File: config.mk
export PLATFORM = sky130hd
export DESIGN_NAME = cap_timer16
export DESIGN_NICKNAME = d
export VERILOG_FILES = /design/src/rtl/cap_timer16_pkg.sv /design/src/rtl/cap_timer16_edge.sv /design/src/rtl/cap_timer16_clksel.sv /design/src/rtl/cap_timer16_cnt.sv /design/src/rtl/cap_timer16.sv
export SDC_FILE = /design/constraint.sdc
export NUM_CORES = 1
export LEC_CHECK = 0
export BUFFER_PORTS_ARGS = -buffer_cell sky130_fd_sc_hd__buf_2
export CAP_MARGIN = 20
export CORE_MARGIN = 3
export CORE_UTILIZATION = 50
export DETAILED_ROUTE_END_ITERATION = 10
export PLACE_DENSITY = 0.68
export SYNTH_ARGS = -nofsm -noshare
export SYNTH_HDL_FRONTEND = slang
export SYNTH_HIERARCHICAL = 1
export SYNTH_SLANG_ARGS = --single-unit
File: constraint.sdc
create_clock -name clk_i -period 3 [get_ports clk_i]
set_input_delay 0.15 -clock clk_i [delete_from_list [all_inputs] [get_ports clk_i]]
set_output_delay 0.15 -clock clk_i [all_outputs]
set_load 0.02 [all_outputs]
File: src/rtl/cap_timer16_pkg.sv
package cap_timer16_pkg;
  localparam int unsigned ADDR_W = 3;
  localparam int unsigned DATA_W = 8;
  localparam int unsigned CNT_W  = 16;

  typedef enum logic [ADDR_W-1:0] {
    A_CTRL_LO = 3'd0,
    A_CTRL_HI = 3'd1,
    A_CMP_LO  = 3'd2,
    A_CMP_HI  = 3'd3,
    A_CAP_LO  = 3'd4,
    A_CAP_HI  = 3'd5,
    A_CNT_LO  = 3'd6,
    A_CNT_HI  = 3'd7
  } reg_addr_e;

  typedef enum logic [1:0] {
    EDGE_FALL = 2'b00,
    EDGE_RISE = 2'b01,
    EDGE_BOTH = 2'b10,
    EDGE_NONE = 2'b11
  } edge_sel_e;

  typedef struct packed {
    logic       run;
    logic [2:0] clk_sel;
  } ctrl_lo_t;

  typedef struct packed {
    edge_sel_e  edge_sel;
    logic [1:0] hi_sel;
    logic       cascade;
  } ctrl_hi_t;
endpackage

File: src/rtl/cap_timer16_edge.sv
module cap_timer16_edge #(
  parameter int unsigned STAGES = 2
) (
  input  logic clk_i,
  input  logic rst_ni,
  input  logic d_i,
  output logic rise_o,
  output logic fall_o
);
  logic [STAGES-1:0] sync_q;
  logic              prev_q;

  always_ff @(posedge clk_i or negedge rst_ni) begin
    if (!rst_ni) begin
      sync_q <= '0;
      prev_q <= 1'b0;
    end else begin
      sync_q <= {sync_q[STAGES-2:0], d_i};
      prev_q <= sync_q[STAGES-1];
    end
  end

  assign rise_o = sync_q[STAGES-1] & ~prev_q;
  assign fall_o = ~sync_q[STAGES-1] & prev_q;

  p_rise_single_r5: assert property (@(posedge clk_i) disable iff (!rst_ni)
    rise_o |=> !rise_o);
  p_fall_single_r5: assert property (@(posedge clk_i) disable iff (!rst_ni)
    fall_o |=> !fall_o);
endmodule

File: src/rtl/cap_timer16_clksel.sv
module cap_timer16_clksel #(
  parameter int unsigned DIV_W = 11
) (
  input  logic       clk_i,
  input  logic       rst_ni,
  input  logic [2:0] sel_i,
  input  logic       ext_rise_i,
  output logic       tick_o
);
  localparam int unsigned N_TAPS = 7;
  localparam int unsigned TAP_LOG2 [N_TAPS] = '{1, 2, 3, 5, 7, 9, 11};

  logic [DIV_W-1:0]  div_q;
  logic [N_TAPS-1:0] taps;

  always_ff @(posedge clk_i or negedge rst_ni) begin
    if (!rst_ni) div_q <= '0;
    else         div_q <= div_q + 1'b1;
  end

  for (genvar g = 0; g < N_TAPS; g++) begin : g_tap
    assign taps[g] = &div_q[TAP_LOG2[g]-1:0];
  end

  always_comb begin
    if (sel_i == 3'd7) tick_o = ext_rise_i;
    else               tick_o = taps[sel_i];
  end

  // every internal tap fires on an odd divider value
  p_tick_odd_r3: assert property (@(posedge clk_i) disable iff (!rst_ni)
    (sel_i != 3'd7 && tick_o) |-> div_q[0]);
  p_tick_gap_r3: assert property (@(posedge clk_i) disable iff (!rst_ni)
    (sel_i != 3'd7 && tick_o) |=> !taps[0]);
endmodule

File: src/rtl/cap_timer16_cnt.sv
module cap_timer16_cnt #(
  parameter int unsigned W = 16
) (
  input  logic         clk_i,
  input  logic         rst_ni,
  input  logic         clr_i,
  input  logic         tick_i,
  input  logic [W-1:0] cmp_i,
  output logic [W-1:0] cnt_o,
  output logic         match_o
);
  logic [W-1:0] cnt_q;
  logic         hit;

  assign hit = (cnt_q == cmp_i);

  always_ff @(posedge clk_i or negedge rst_ni) begin
    if (!rst_ni)     cnt_q <= '0;
    else if (clr_i)  cnt_q <= '0;
    else if (tick_i) cnt_q <= hit ? '0 : cnt_q + 1'b1;
  end

  assign cnt_o   = cnt_q;
  assign match_o = tick_i & ~clr_i & hit;

  p_hold_idle_r2: assert property (@(posedge clk_i) disable iff (!rst_ni)
    (!clr_i && !tick_i) |=> $stable(cnt_q));
  p_step_r2: assert property (@(posedge clk_i) disable iff (!rst_ni)
    (!clr_i && tick_i && cnt_q != cmp_i) |=> cnt_q == $past(cnt_q) + 1'b1);
  p_clear_r4: assert property (@(posedge clk_i) disable iff (!rst_ni)
    clr_i |=> cnt_q == '0);
  p_wrap_r6: assert property (@(posedge clk_i) disable iff (!rst_ni)
    (!clr_i && tick_i && cnt_q == cmp_i) |=> cnt_q == '0);
endmodule

File: src/rtl/cap_timer16.sv
module cap_timer16
  import cap_timer16_pkg::*;
#(
  parameter int unsigned DIV_W       = 11,
  parameter int unsigned SYNC_STAGES = 2
) (
  input  logic              clk_i,
  input  logic              rst_ni,
  input  logic              we_i,
  input  logic [ADDR_W-1:0] addr_i,
  input  logic [DATA_W-1:0] wdata_i,
  output logic [DATA_W-1:0] rdata_o,
  input  logic              ext_clk_i,
  input  logic              int_pin_i,
  output logic              tmr_irq_o,
  output logic              cap_irq_o
);
  localparam int unsigned N_BYTES = CNT_W / DATA_W;

  ctrl_lo_t         lo_q;
  ctrl_hi_t         hi_q;
  logic [CNT_W-1:0] cmp_q, cap_q, cnt;
  logic             tmr_flag_q, cap_flag_q;
  logic             ext_rise, ext_fall_unused, pin_rise, pin_fall;
  logic             src_tick, cnt_tick, clr_pulse, match, cap_ev, mode_ok;
  logic             wr_lo, wr_hi, wr_flags;

  assign wr_lo     = we_i && addr_i == A_CTRL_LO;
  assign wr_hi     = we_i && addr_i == A_CTRL_HI;
  assign wr_flags  = we_i && addr_i == A_CNT_LO;
  assign clr_pulse = wr_lo && wdata_i[3];

  always_ff @(posedge clk_i or negedge rst_ni) begin
    if (!rst_ni) begin
      lo_q  <= '0;
      hi_q  <= '0;
      cmp_q <= '0;
    end else begin
      if (wr_lo) lo_q <= '{run: wdata_i[4], clk_sel: wdata_i[2:0]};
      if (wr_hi) hi_q <= '{edge_sel: edge_sel_e'(wdata_i[4:3]),
                           hi_sel: wdata_i[2:1], cascade: wdata_i[0]};
      for (int b = 0; b < N_BYTES; b++) begin
        if (we_i && addr_i == ADDR_W'(A_CMP_LO + b)) cmp_q[DATA_W*b +: DATA_W] <= wdata_i;
      end
    end
  end

  cap_timer16_edge #(.STAGES(SYNC_STAGES)) i_ext_edge (
    .clk_i, .rst_ni, .d_i(ext_clk_i), .rise_o(ext_rise), .fall_o(ext_fall_unused)
  );

  cap_timer16_edge #(.STAGES(SYNC_STAGES)) i_pin_edge (
    .clk_i, .rst_ni, .d_i(int_pin_i), .rise_o(pin_rise), .fall_o(pin_fall)
  );

  cap_timer16_clksel #(.DIV_W(DIV_W)) i_clksel (
    .clk_i, .rst_ni, .sel_i(lo_q.clk_sel), .ext_rise_i(ext_rise), .tick_o(src_tick)
  );

  // 16-bit mode needs cascade enable and both high-half select bits
  assign mode_ok  = hi_q.cascade && (&hi_q.hi_sel);
  assign cnt_tick = src_tick && lo_q.run && mode_ok;

  cap_timer16_cnt #(.W(CNT_W)) i_cnt (
    .clk_i, .rst_ni, .clr_i(clr_pulse), .tick_i(cnt_tick), .cmp_i(cmp_q),
    .cnt_o(cnt), .match_o(match)
  );

  always_comb begin
    unique case (hi_q.edge_sel)
      EDGE_FALL: cap_ev = pin_fall;
      EDGE_RISE: cap_ev = pin_rise;
      EDGE_BOTH: cap_ev = pin_rise | pin_fall;
      default:   cap_ev = 1'b0;
    endcase
  end

  always_ff @(posedge clk_i or negedge rst_ni) begin
    if (!rst_ni) begin
      cap_q      <= '0;
      tmr_flag_q <= 1'b0;
      cap_flag_q <= 1'b0;
    end else begin
      if (cap_ev) cap_q <= cnt;
      tmr_flag_q <= match  | (tmr_flag_q & ~(wr_flags & wdata_i[0]));
      cap_flag_q <= cap_ev | (cap_flag_q & ~(wr_flags & wdata_i[1]));
    end
  end

  assign tmr_irq_o = tmr_flag_q;
  assign cap_irq_o = cap_flag_q;

  always_comb begin
    unique case (addr_i)
      A_CTRL_LO: rdata_o = {3'b000, lo_q.run, 1'b0, lo_q.clk_sel};
      A_CTRL_HI: rdata_o = {3'b000, hi_q};
      A_CMP_LO:  rdata_o = cmp_q[DATA_W-1:0];
      A_CMP_HI:  rdata_o = cmp_q[CNT_W-1:DATA_W];
      A_CAP_LO:  rdata_o = cap_q[DATA_W-1:0];
      A_CAP_HI:  rdata_o = cap_q[CNT_W-1:DATA_W];
      A_CNT_LO:  rdata_o = cnt[DATA_W-1:0];
      default:   rdata_o = cnt[CNT_W-1:DATA_W];
    endcase
  end

  p_cap_load_r5: assert property (@(posedge clk_i) disable iff (!rst_ni)
    cap_ev |=> cap_q == $past(cnt));
  p_cap_hold_r5: assert property (@(posedge clk_i) disable iff (!rst_ni)
    !cap_ev |=> $stable(cap_q));
  p_cap_set_wins_r7: assert property (@(posedge clk_i) disable iff (!rst_ni)
    cap_ev |=> cap_irq_o);
  p_tmr_set_wins_r6: assert property (@(posedge clk_i) disable iff (!rst_ni)
    match |=> tmr_irq_o);
  p_no_count_off_r2: assert property (@(posedge clk_i) disable iff (!rst_ni)
    (!mode_ok && !clr_pulse) |=> $stable(cnt));
endmodule

### Word level (Yosys, flattened, before mapping)

Index checks and enable logic that the tools add are counted.

| word-level totals | value |
|---|---|
| register bits after elaboration | 76 |
| latch bits | 0 |
| RAM bits | 0 |
| ROM bits | 0 |
| input port bits | 16 |
| output and inout port bits | 10 |
| logic and storage cells | 74 |
| memories kept | 0 |

| operators by class | value |
|---|---|
| add/sub/neg operators | 2 |
| $mul | 0 |
| div/mod/pow operators | 0 |
| order comparisons | 1 |
| equal/unequal tests | 10 |
| shifts and indexed selects | 0 |
| muxes and demuxes | 8 |
| bitwise gates (word level) | 18 |
| reductions and logical operators | 19 |

Operators with widths:

| kind | number |
|---|---|
| $pmux W8 S7 | 1 |
| $mux W16 | 3 |
| $add A16 B1 Y16 const B | 1 |
| $eq A16 B16 Y1 | 1 |
| $eq A3 B3 Y1 const B | 4 |
| $add A11 B1 Y11 const B | 1 |
| $reduce_and A11 Y1 | 1 |
| $and A1 B1 Y1 | 9 |
| $logic_and A1 B1 Y1 | 9 |
| $reduce_and A9 Y1 | 1 |
| $reduce_and A7 Y1 | 1 |
| $eq A3 B2 Y1 const B | 2 |
| $not A1 Y1 | 6 |
| $reduce_and A5 Y1 | 1 |
| $lt A3 B4 Y1 const B | 1 |
| $reduce_and A2 Y1 | 2 |
| $bmux W1 S3 | 1 |
| $eq A3 B1 Y1 const B | 1 |
| $logic_not A3 Y1 | 1 |
| $or A1 B1 Y1 | 3 |
| $pmux W1 S3 | 1 |
| $reduce_and A3 Y1 | 1 |
| $eq A2 B1 Y1 const B | 1 |
| $eq A2 B2 Y1 const B | 1 |
| 3 further kinds | 4 |

### Depth between registers and ports, before layout

Gate-level depths: netlist of the first run.

| logic depth | value |
|---|---|
| word-level depth | 9 |
| depth in mapped cells | 15 |
| gate-level depth less buffers | 14 |

### Modules after synthesis

Netlist of the first run, hierarchy kept.

By module, submodules not included:

| module | instances | cells an instance | area an instance (sq um) |
|---|---|---|---|
| cap_timer16 | 1 | 179 | 2222.1 |
| cap_timer16_cnt | 1 | 146 | 1217.4 |
| cap_timer16_clksel | 1 | 49 | 556.8 |
| cap_timer16_edge | 2 | 5 | 90.1 |

### Least setup slack after synthesis of the first run

OpenSTA, ideal clock, no wires.

| path | value |
|---|---|
| path type | register to register |
| start | register i_clksel.div_q[0] |
| end | register i_cnt.cnt_q[15], in the netlist i_cnt/cnt_o[15] |
| setup time | 0.132 ns |
| arrival time | 2.654 ns |
| required time | 2.868 ns |
| path slack | 0.214 ns |
| stages on the path, launching flop included | 15 |
| clock period less this slack | 2.786 ns |
| path through | dfrtp_1 -> ha_1 -> and3_1 -> ha_1 -> nand2b_1 -> a31o_1 -> a221o_1 -> nand2_1 -> nor2_1 -> inv_1 -> clkbuf_1 -> nor2_1 -> mux2_2 -> a22oi_1 -> nor2_1 |

| between the ends | value |
|---|---|
| cells in the longest elaborated chain, start to end | 7 |
| elaborated cells between the ends (all ways) | 12 |
| those cells by class | 3 x mux; 9 x reduce/logical |

Ends and longest elaborated chain:

| item | line | text |
|---|---|---|
| start, declared | cap_timer16_clksel.sv:13 | `logic [DIV_W-1:0] div_q;` |
| start signal, assigned | cap_timer16_clksel.sv:18 | `else div_q <= div_q + 1'b1;` |
| $reduce_and A11 Y1, or another cell as far along | cap_timer16_clksel.sv:22 | `assign taps[g] = &div_q[TAP_LOG2[g]-1:0];` |
| $bmux W1 S3 * | cap_timer16_clksel.sv:27 | `else tick_o = taps[sel_i];` |
| $mux W1 (implied by the code) * | cap_timer16_clksel.sv:27 |  |
| $mux W1 * | cap_timer16_clksel.sv:26 | `if (sel_i == 3'd7) tick_o = ext_rise_i;` |
| named net src_tick | cap_timer16.sv:25 | `logic src_tick, cnt_tick, clr_pulse, match, cap_ev, mode_ok;` |
| $logic_and A1 B1 Y1 * (2 in series) | cap_timer16.sv:62 | `assign cnt_tick = src_tick && lo_q.run && mode_ok;` |
| named net cnt_tick | cap_timer16.sv:25 |  |
| $reduce_bool A2 Y1 (no source line) * | -- |  |
| end signal, assigned | cap_timer16_cnt.sv:20 | `else if (tick_i) cnt_q <= hit ? '0 : cnt_q + 1'b1;` |
| end, declared | cap_timer16_cnt.sv:12 | `logic [W-1:0] cnt_q;` |

The timed path passes the listed nets; every way through them passes the cells marked *. The select of a mux whose other input is x is not followed.
A chain may end at the register's enable or synchronous reset.

### Worst setup path after layout of the first run

| path | value |
|---|---|
| start | register i_clksel.div_q[0] |
| end | register i_cnt.cnt_q[7], in the netlist i_cnt/cnt_o[7] |

The elaborated chain is that of the path after synthesis.

==> run metrics, run 1 <==
share of layout cells above drive strength 1 27.7%; largest buffer count on any clock path 2; H-tree depth 3; Setup CP Type flop to flop; Std-Cell Rows 32; RSZ-0062 raised after global routing no; Critical path origin i_clksel/div_q[0]; final hold vios 0; Leak 1.92 nW; largest net degree at the start of global routing 77; fin crit period 2.73 ns; final net count 431; synth warn 6; cells along the critical path ha_2, nand2_1, nor3_1, ha_1, nand2b_1, a221oi_2, a221o_1, nand2_1, nor2_2, inv_2, or4b_1, a21oi_1; Fillers 684; Antenna diodes 0; HPWL after detailed placement 6760 µm; Reg clk slew, reported paths 0.08 ns; number of remaining DRC errors 0; VDD IR max 0.397 mV; worst hold path type primary input to flop; R2R setup slack 0.27 ns; slowest stage cell, crit path or4b_1; initial DRC count 219; Die Y 97.3 µm; endpoint class of the critical path flop; Syn Std Cell Area 0.00417 mm²; worst hold start wdata_i[5]; Syn Nets 404; FF/Latch Area 0.00190 mm²; WP data required 3.28 ns; Synth Area per Inst 10.9 µm²; clock skew 0.00882 ns; initial antenna violation count 0; Vias/cell 5.98; Slew @ Worst Pin 0.947 ns; global route overflow 0; crit-path max cell delay 0.53 ns; Vias 3,090; Setup TNS 0 ns; Post-Route WL 9940 µm; pwr dens 581 mW/mm²; Routed Antenna Nets 0; I/O Pins 26; number of max-cap violations 0; Slew Limit Fails 0; CTS Root Cell clkbuf_8; number of global-route vias before repair 3,019; clock sinks 76; Tot Pwr 0.00268 W; Horiz. Die Dim 97.3 µm; CTS tree done; Top cell by count, worst path nand2_1; Data arrival, critical path 3.01 ns; total core area 0.00793 mm²; routed length per instance 19.2 µm; DRT Pass-1 Iters 4; Mapped Cells 383; multi-input logic area 0.00213 mm²; Area growth syn-to-layout 10.7%; clk_lat worst skew 0.36 ns; Slew headroom 36.8%; status completed; die area 0.00947 mm²; port bufs 25; GRT Resource Usage Total 21.4%; fmax 366 MHz; worst reg2reg path startpoint i_clksel/div_q[0]; peak fanout along the critical path 14; final setup vio count 0; first-pass GRT wire length 16,100 µm; Starting Density 52.6%; final period utilization 91.1%; CP startpoint kind flop; Final GP Congestion 0.811; total CTS buffers 9
-- sequential cells by signal, indices dropped and copies added, names as in the netlist --
register,cells
tmr_irq_o,1
cmp_q,16
cap_q,16
lo_q,4
hi_q,5
cap_irq_o,1
i_clksel/div_q,11
i_cnt/cnt_o,16
i_pin_edge/prev_q,1
i_ext_edge/sync_q,2
i_pin_edge/sync_q,2
i_ext_edge/prev_q,1
-- placed cells by master (no fill, tap or decap), types with 4 or more instances in the layout --
cell and count:
buf_2 24, and3_1 7, nor3_1 4, o211ai_1 5, mux2_4 9, ha_1 4
nand2b_1 6, nor4_1 6, nor2_1 21, a31oi_1 10, buf_4 12, inv_1 4
a22oi_1 7, xor2_1 21, nand2_1 31, nor2b_1 13, a221oi_1 5, nand4_1 12
clkbuf_8 9, o21ai_0 8, nand3_1 14, a21oi_1 13, mux2_2 39, or4b_1 4
dfrtp_1 76
-- worst max-delay path, delay by kind of cell, from the launching register on --
kind	cells	cell delay [ns]
and+or+nand+nor	6	1.15
AOI/OAI and AO/OA	3	0.58
adders and majority gates	2	0.40
DFF	1	0.38
buffers and inverters	1	0.14
-- final timing paths --
| kind | to | cells past startpoint |
|---|---|---|
| max | i_cnt/cnt_o[7] | 12 |
| max in group asynchronous | i_cnt/cnt_o[11] | 2 |
| min reg2reg | i_pin_edge/sync_q[1] | 0 |
| min | cmp_q[13] | 2 |
| max reg2reg | i_cnt/cnt_o[7] | 12 |
| min in group asynchronous | i_clksel/div_q[6] | 2 |
-- stage by stage --
stage                     util [%]  hold slack (ns)  cell area [µm²]  setup slack, ns  cells
final                         58.2           0.0401             4610            0.268    517
after CTS                     57.9           0.0301             4590           0.0327    515
after floorplan                  -           -0.146             4170            0.214    383
after global routing          58.2           0.0268             4610           0.0446    517
after global placement        55.0            0.258             4360            0.214    496
after detailed placement      55.0            0.260             4360           0.0625    496
-- routing by layer --
metal  global-route usage [%]  wire (µm)  share of wire [%]
met1                     30.1       4500                 45
met2                     32.9       4740                 48
met3                     5.81        570                5.7
met4                     5.54        124                1.2
met5                        0          0                  0
-- final cells by class --
type                            instances  share of cell area, %
Tap cell                              102                   2.77
Multi-Input combinational cell        279                   46.1
Inverter                                5                  0.407
Clock inverter                          7                   1.63
Timing Repair Buffer                   39                   5.21
Sequential cell                        76                   41.2
Clock buffer                            9                   2.68
-- power breakdown --
| group | internal, W | switching, W |
|---|---|---|
| sequential | 0.00115 | 0.000152 |
| clock | 0.000388 | 0.000408 |
| combinational | 0.000287 | 0.000292 |
-- timing repair --
action	in CTS	in global routing
setup endpoints to repair	0	6
resized for setup	0	4
hold buffers	3	0
buffers inserted	0	2
endpoints found under the hold margin	78	0
Note: power is estimated with default switching activity, not from simulation.
==> run 2, diff against run 1 <==
--- a/config.mk
+++ b/config.mk
@@ -7,9 +7,9 @@
 export LEC_CHECK = 0
 export BUFFER_PORTS_ARGS = -buffer_cell sky130_fd_sc_hd__buf_2
 export CAP_MARGIN = 20
-export CORE_MARGIN = 3
 export CORE_UTILIZATION = 50
 export DETAILED_ROUTE_END_ITERATION = 10
+export HOLD_SLACK_MARGIN = 0.08
 export PLACE_DENSITY = 0.68
 export SYNTH_ARGS = -nofsm -noshare
 export SYNTH_HDL_FRONTEND = slang
==> run metrics, run 2 (synthesized netlist as in run 1, its figures left out) <==
global route overflow 0 (unchanged); Std-Cell Rows 32 (unchanged); Vias/cell 6.12 (+2.3%); number of remaining DRC errors 0 (unchanged); final hold vios 0 (unchanged); Data arrival, critical path 3.01 ns (about the same); routed length per instance 18.8 µm (-2.4%); Post-CTS Setup Bufs 0 (unchanged); die area 0.00870 mm² (-8.1%); pwr dens 575 mW/mm² (-1.0%); worst hold path type primary input to flop; number of max-cap violations 0 (unchanged); Post-Route WL 9810 µm (-1.2%); Leak 1.96 nW (+1.8%); most frequent cells in the layout dfrtp_1, mux2_2, nand2_1, buf_2; H-tree depth 3 (unchanged); I/O Pins 26 (unchanged); Slew headroom 49.2% (+12 points); clock skew 0.00757 ns (-0.00125 ns); Routed Antenna Nets 0 (unchanged); Horiz. Die Dim 93.3 µm (-4.1%); multi-input logic area 0.00212 mm² (-0.29%); HPWL after detailed placement 6650 µm (-1.7%); first-pass GRT wire length 16,200 µm (+0.77%); Slew Limit Fails 0 (unchanged); Internal 0.00185 W (+1.4%); Vias 3,199 (+3.5%); GRT Resource Usage Total 24.9% (+3.5 points); peak fanout along the critical path 9 (-5); Fillers 658 (-3.8%); Final Util 59.5% (+1.3 points); fmax 366 MHz (about the same); total core area 0.00789 mm² (-0.51%); Die Y 93.3 µm (-4.1%); Tot Pwr 0.00270 W (+0.73%); WP data required 3.28 ns (about the same); CTS Root Cell clkbuf_8; Setup TNS 0 ns (unchanged); CP startpoint kind flop; Final GP Congestion 0.874 (+7.8%); initial antenna violation count 0 (unchanged); Antenna diodes 0 (unchanged); commonest non-fill, non-tap cell in the layout dfrtp_1; Setup CP Type flop to flop; CTS tree done; Starting Density 52.8% (+0.27 points); number of global-route vias before repair 3,051 (+1.1%); clock sinks 76 (unchanged); DRT Pass-1 Iters 5 (+1); Slew @ Worst Pin 0.760 ns (-0.188 ns); initial DRC count 303 (+38%); final net count 437 (+1.4%); clock share of power 30.4% (+0.7 points); RSZ-0062 raised after global routing no; share of layout cells above drive strength 1 27.1% (-0.63 points); final period utilization 91.0% (about the same); largest net degree at the start of global routing 77 (unchanged); status completed; sw frac 31.3% (-0.48 points); Comb power frac 21.2% (-0.4 points); Area growth syn-to-layout 12.7%; VDD IR max 0.465 mV (+17%); clk_lat worst skew 0.36 ns (about the same); port bufs 25 (unchanged); Reg clk slew, reported paths 0.08 ns (about the same); sequential share of power 48.5% (-0.2 points); net switching power 0.000846 W (-0.79%); WHS 0.111 ns (+0.0713 ns); fin crit period 2.73 ns (-0.00260 ns); FF/Latch Area 0.00190 mm² (unchanged); largest buffer count on any clock path 2 (unchanged); endpoint class of the critical path flop; total CTS buffers 9 (unchanged); final setup vio count 0 (unchanged)
-- run 2: cell count changes in the layout (fill, tap and decap cells not counted), sizes merged --
cell / change
clkbuf: +1
clkinv: -1
dlygate4sd3: +6
-- run 2: cell type report --
type	count	share of cell area, %
clock buffers	10	2.93
clock inverters	6	1.49
inverters	5	0.400
multi-input cells	279	45.2
flip-flops and latches	76	40.5
well taps	102	2.72
repair buffers	45	6.82
-- run 2: per-layer routing --
layer | GRT usage, % | part of all wire, %
met5 | 0 | 0
met4 | 7.56 | 1.7
met3 | 5.93 | 5.6
met2 | 38.0 | 47
met1 | 35.2 | 46
-- run 2: critical path: stages (launching register included) --
cell and delay [ns]:
dfrtp_1 0.40, ha_2 0.23, nand2_1 0.13, nor3_1 0.20, ha_1 0.17, nand2b_1 0.06
a221oi_1 0.29, a221o_1 0.19, nand2_1 0.06, nor2_2 0.16, inv_2 0.10, buf_4 0.17
nor4_1 0.24, o21ai_0 0.10, a21oi_1 0.17
-- run 2: stage by stage --
step                      setup WS (ns)  std cells  area, µm²
after global placement            0.263        497       4370
final                             0.271        523       4700
after global routing             0.0182        523       4700
after detailed placement          0.173        497       4370
after floorplan                   0.214        383       4170
after CTS                         0.140        522       4660
-- run 2: final timing paths --
kind / start / to / slack [ns] / depth (start not counted)
worst min register to register: i_pin_edge/sync_q[0] / i_pin_edge/sync_q[1] / 0.36 / 0
worst max-delay path: i_clksel/div_q[0] / i_cnt/cnt_o[9] / 0.27 / 14
worst min-delay path: wdata_i[1] / lo_q[1] / 0.11 / 2
max in group asynchronous: rst_ni / cap_q[2] / 2.30 / 3
worst max register to register: i_clksel/div_q[0] / i_cnt/cnt_o[9] / 0.27 / 14
min in group asynchronous: rst_ni / i_clksel/div_q[6] / 0.13 / 2
-- run 2: power groups by stage --
stage	Clock (W)	Sequential, W	Combinational (W)
after global routing	0.000877	0.00133	0.000623
after floorplan	0	0.00128	0.000423
after detailed placement	0	0.00133	0.000553
after global placement	0	0.00132	0.000541
after CTS	0.000842	0.00131	0.000566
final	0.000820	0.00131	0.000572
-- run 2: timing repair --
action,4_1_cts,5_1_grt
endpoints found under the setup margin,0,5
endpoints found under the hold margin,93,0
hold buffers,9,0
resized for setup,0,3
==> run 3, diff against run 2 <==
--- a/config.mk
+++ b/config.mk
@@ -10,6 +10,7 @@
 export CORE_UTILIZATION = 50
 export DETAILED_ROUTE_END_ITERATION = 10
 export HOLD_SLACK_MARGIN = 0.08
+export MAX_ROUTING_LAYER = met4
 export PLACE_DENSITY = 0.68
 export SYNTH_ARGS = -nofsm -noshare
 export SYNTH_HDL_FRONTEND = slang
==> run metrics, run 3 (synthesized netlist as in run 1, its figures left out) <==
Slew @ Worst Pin 0.759 ns (-0.00113 ns); routed length per instance 18.8 µm (+0.31%); commonest non-fill, non-tap cell in the layout dfrtp_1; Std-Cell Rows 32 (unchanged); Horiz. Die Dim 93.3 µm (unchanged); die area 0.00870 mm² (unchanged); port bufs 25 (unchanged); Setup CP Type flop to flop; Reg clk slew, reported paths 0.08 ns (about the same); clk_lat worst skew 0.36 ns (about the same); VDD IR max 0.465 mV (about the same); first-pass GRT wire length 16,200 µm (about the same); H-tree depth 3 (unchanged); status completed; initial DRC count 259 (-15%); Die Y 93.3 µm (unchanged); GRT Resource Usage Total 25.7% (+0.81 points); final net count 437 (unchanged); sw frac 31.5% (+0.14 points); most frequent cells in the layout dfrtp_1, mux2_2, nand2_1, buf_2; Slew headroom 49.3% (+0.075 points); Worst Path Buf+Inv 2 (unchanged); family with the most delay on the worst path simple AND/OR/NAND/NOR gates; Data arrival, critical path 3.02 ns (about the same); slowest stage cell, crit path dfrtp_1; Starting Density 52.8% (unchanged); net switching power 0.000851 W (+0.64%); final setup vio count 0 (unchanged); fmax 366 MHz (-0.13%); DRT Pass-1 Iters 5 (unchanged); Leak 1.96 nW (unchanged); WP data required 3.29 ns (about the same); clock share of power 30.5% (about the same); CTS tree done; largest buffer count on any clock path 2 (unchanged); peak fanout along the critical path 9 (unchanged); sequential share of power 48.4% (about the same); largest net degree at the start of global routing 77 (unchanged); Antenna diodes 0 (unchanged); worst hold path type primary input to flop; Final Util 59.5% (unchanged); clock skew 0.00877 ns (+0.00120 ns); final hold vios 0 (unchanged); cells along the critical path ha_2, nand2_1, nor3_1, ha_1, nand2b_1, a221oi_1, a221o_1, nand2_1, nor2_2, inv_2, buf_4, nor4_1, o21ai_0, a21oi_1; fin crit period 2.73 ns (+0.00354 ns); Routed Antenna Nets 0 (unchanged); Vias 3,189 (-0.31%); number of remaining DRC errors 0 (unchanged); Slew Limit Fails 0 (unchanged); global route overflow 0 (unchanged); Setup TNS 0 ns (unchanged); Post-Route WL 9840 µm (+0.31%); total CTS buffers 9 (unchanged); multi-input logic area 0.00212 mm² (unchanged); number of global-route vias before repair 3,056 (+0.16%); clock sinks 76 (unchanged); RSZ-0062 raised after global routing no; FF/Latch Area 0.00190 mm² (unchanged); HPWL after detailed placement 6650 µm (unchanged); Post-CTS Setup Bufs 0 (unchanged); initial antenna violation count 0 (unchanged); endpoint class of the critical path flop; Area growth syn-to-layout 12.7% (unchanged); Final GP Congestion 0.889 (+1.6%); pwr dens 576 mW/mm² (+0.20%); CTS Root Cell clkbuf_8; number of max-cap violations 0 (unchanged); Fillers 658 (unchanged); Top cell by count, worst path nand2_1; Vias/cell 6.10 (-0.31%); crit-path max cell delay 0.40 ns (about the same); final period utilization 91.1% (+0.12 points); total core area 0.00789 mm² (unchanged); Internal 0.00185 W (about the same); CP startpoint kind flop; I/O Pins 26 (unchanged); Comb power frac 21.2% (about the same); share of layout cells above drive strength 1 27.1% (unchanged)
## run 3: cell counts in the layout (fill, tap and decap cells not counted)
Identical to the previous run, type by type.
## run 3: layer usage
metal / share of wire (%) / vias to the layer above / global-route usage [%]
li1: - / 1477 / -
met1: 46 / 1609 / 35.2
met2: 48 / 92 / 38.0
met3: 5.2 / 11 / 6.67
met4: 1.3 / 0 / 7.18
met5: 0 / - / -
## run 3: area by class of cell
type / instances / share of cell area [%]
clock buffer: 10 / 2.93
tap: 102 / 2.72
sequential: 76 / 40.5
timing repair buffer: 45 / 6.82
inverter: 5 / 0.400
clock inverter: 6 / 1.49
multi-input combinational: 279 / 45.2
## run 3: stage by stage
stage / hold slack [ns] / instances / power [W] / worst slack (ns) / instance area, µm²
after floorplan: -0.146 / 383 / 0.00170 / 0.214 / 4170
after global placement: 0.260 / 497 / 0.00186 / 0.263 / 4370
after detailed placement: 0.262 / 497 / 0.00188 / 0.173 / 4370
after CTS: 0.0956 / 522 / 0.00271 / 0.140 / 4660
after global routing: 0.111 / 523 / 0.00283 / 0.0181 / 4700
final: 0.113 / 523 / 0.00271 / 0.267 / 4700
## run 3: worst reg2reg max path, cell delays in order, from the launching register on
cell and delay [ns]:
dfrtp_1 0.40, ha_2 0.23, nand2_1 0.13, nor3_1 0.20, ha_1 0.17, nand2b_1 0.06, a221oi_1 0.29, a221o_1 0.19
nand2_1 0.06, nor2_2 0.17, inv_2 0.10, buf_4 0.17, nor4_1 0.24, o21ai_0 0.10, a21oi_1 0.17
## run 3: power groups by stage
stage / registers, W / logic [W] / clock network [W]
after CTS: 0.00131 / 0.000566 / 0.000842
after global routing: 0.00133 / 0.000623 / 0.000880
after floorplan: 0.00128 / 0.000423 / 0
after detailed placement: 0.00133 / 0.000553 / 0
after global placement: 0.00132 / 0.000541 / 0
final: 0.00131 / 0.000572 / 0.000825
## run 3: path summary, 6_finish.rpt
kind / from / endpoint / slack [ns] / cells after the start
worst max-delay path: i_clksel/div_q[0] / i_cnt/cnt_o[9] / 0.27 / 14
worst min-delay path: wdata_i[1] / lo_q[1] / 0.11 / 2
worst max register to register: i_clksel/div_q[0] / i_cnt/cnt_o[9] / 0.27 / 14
worst min register to register: i_pin_edge/sync_q[0] / i_pin_edge/sync_q[1] / 0.36 / 0
max in group asynchronous: rst_ni / cap_q[2] / 2.31 / 3
min in group asynchronous: rst_ni / i_clksel/div_q[6] / 0.12 / 2
## run 3: repair_timing
item | in CTS | in global routing
hold buffers | 9 | 0
endpoints found under the setup margin | 0 | 5
gates resized for setup | 0 | 3
endpoints found under the hold margin | 93 | 0
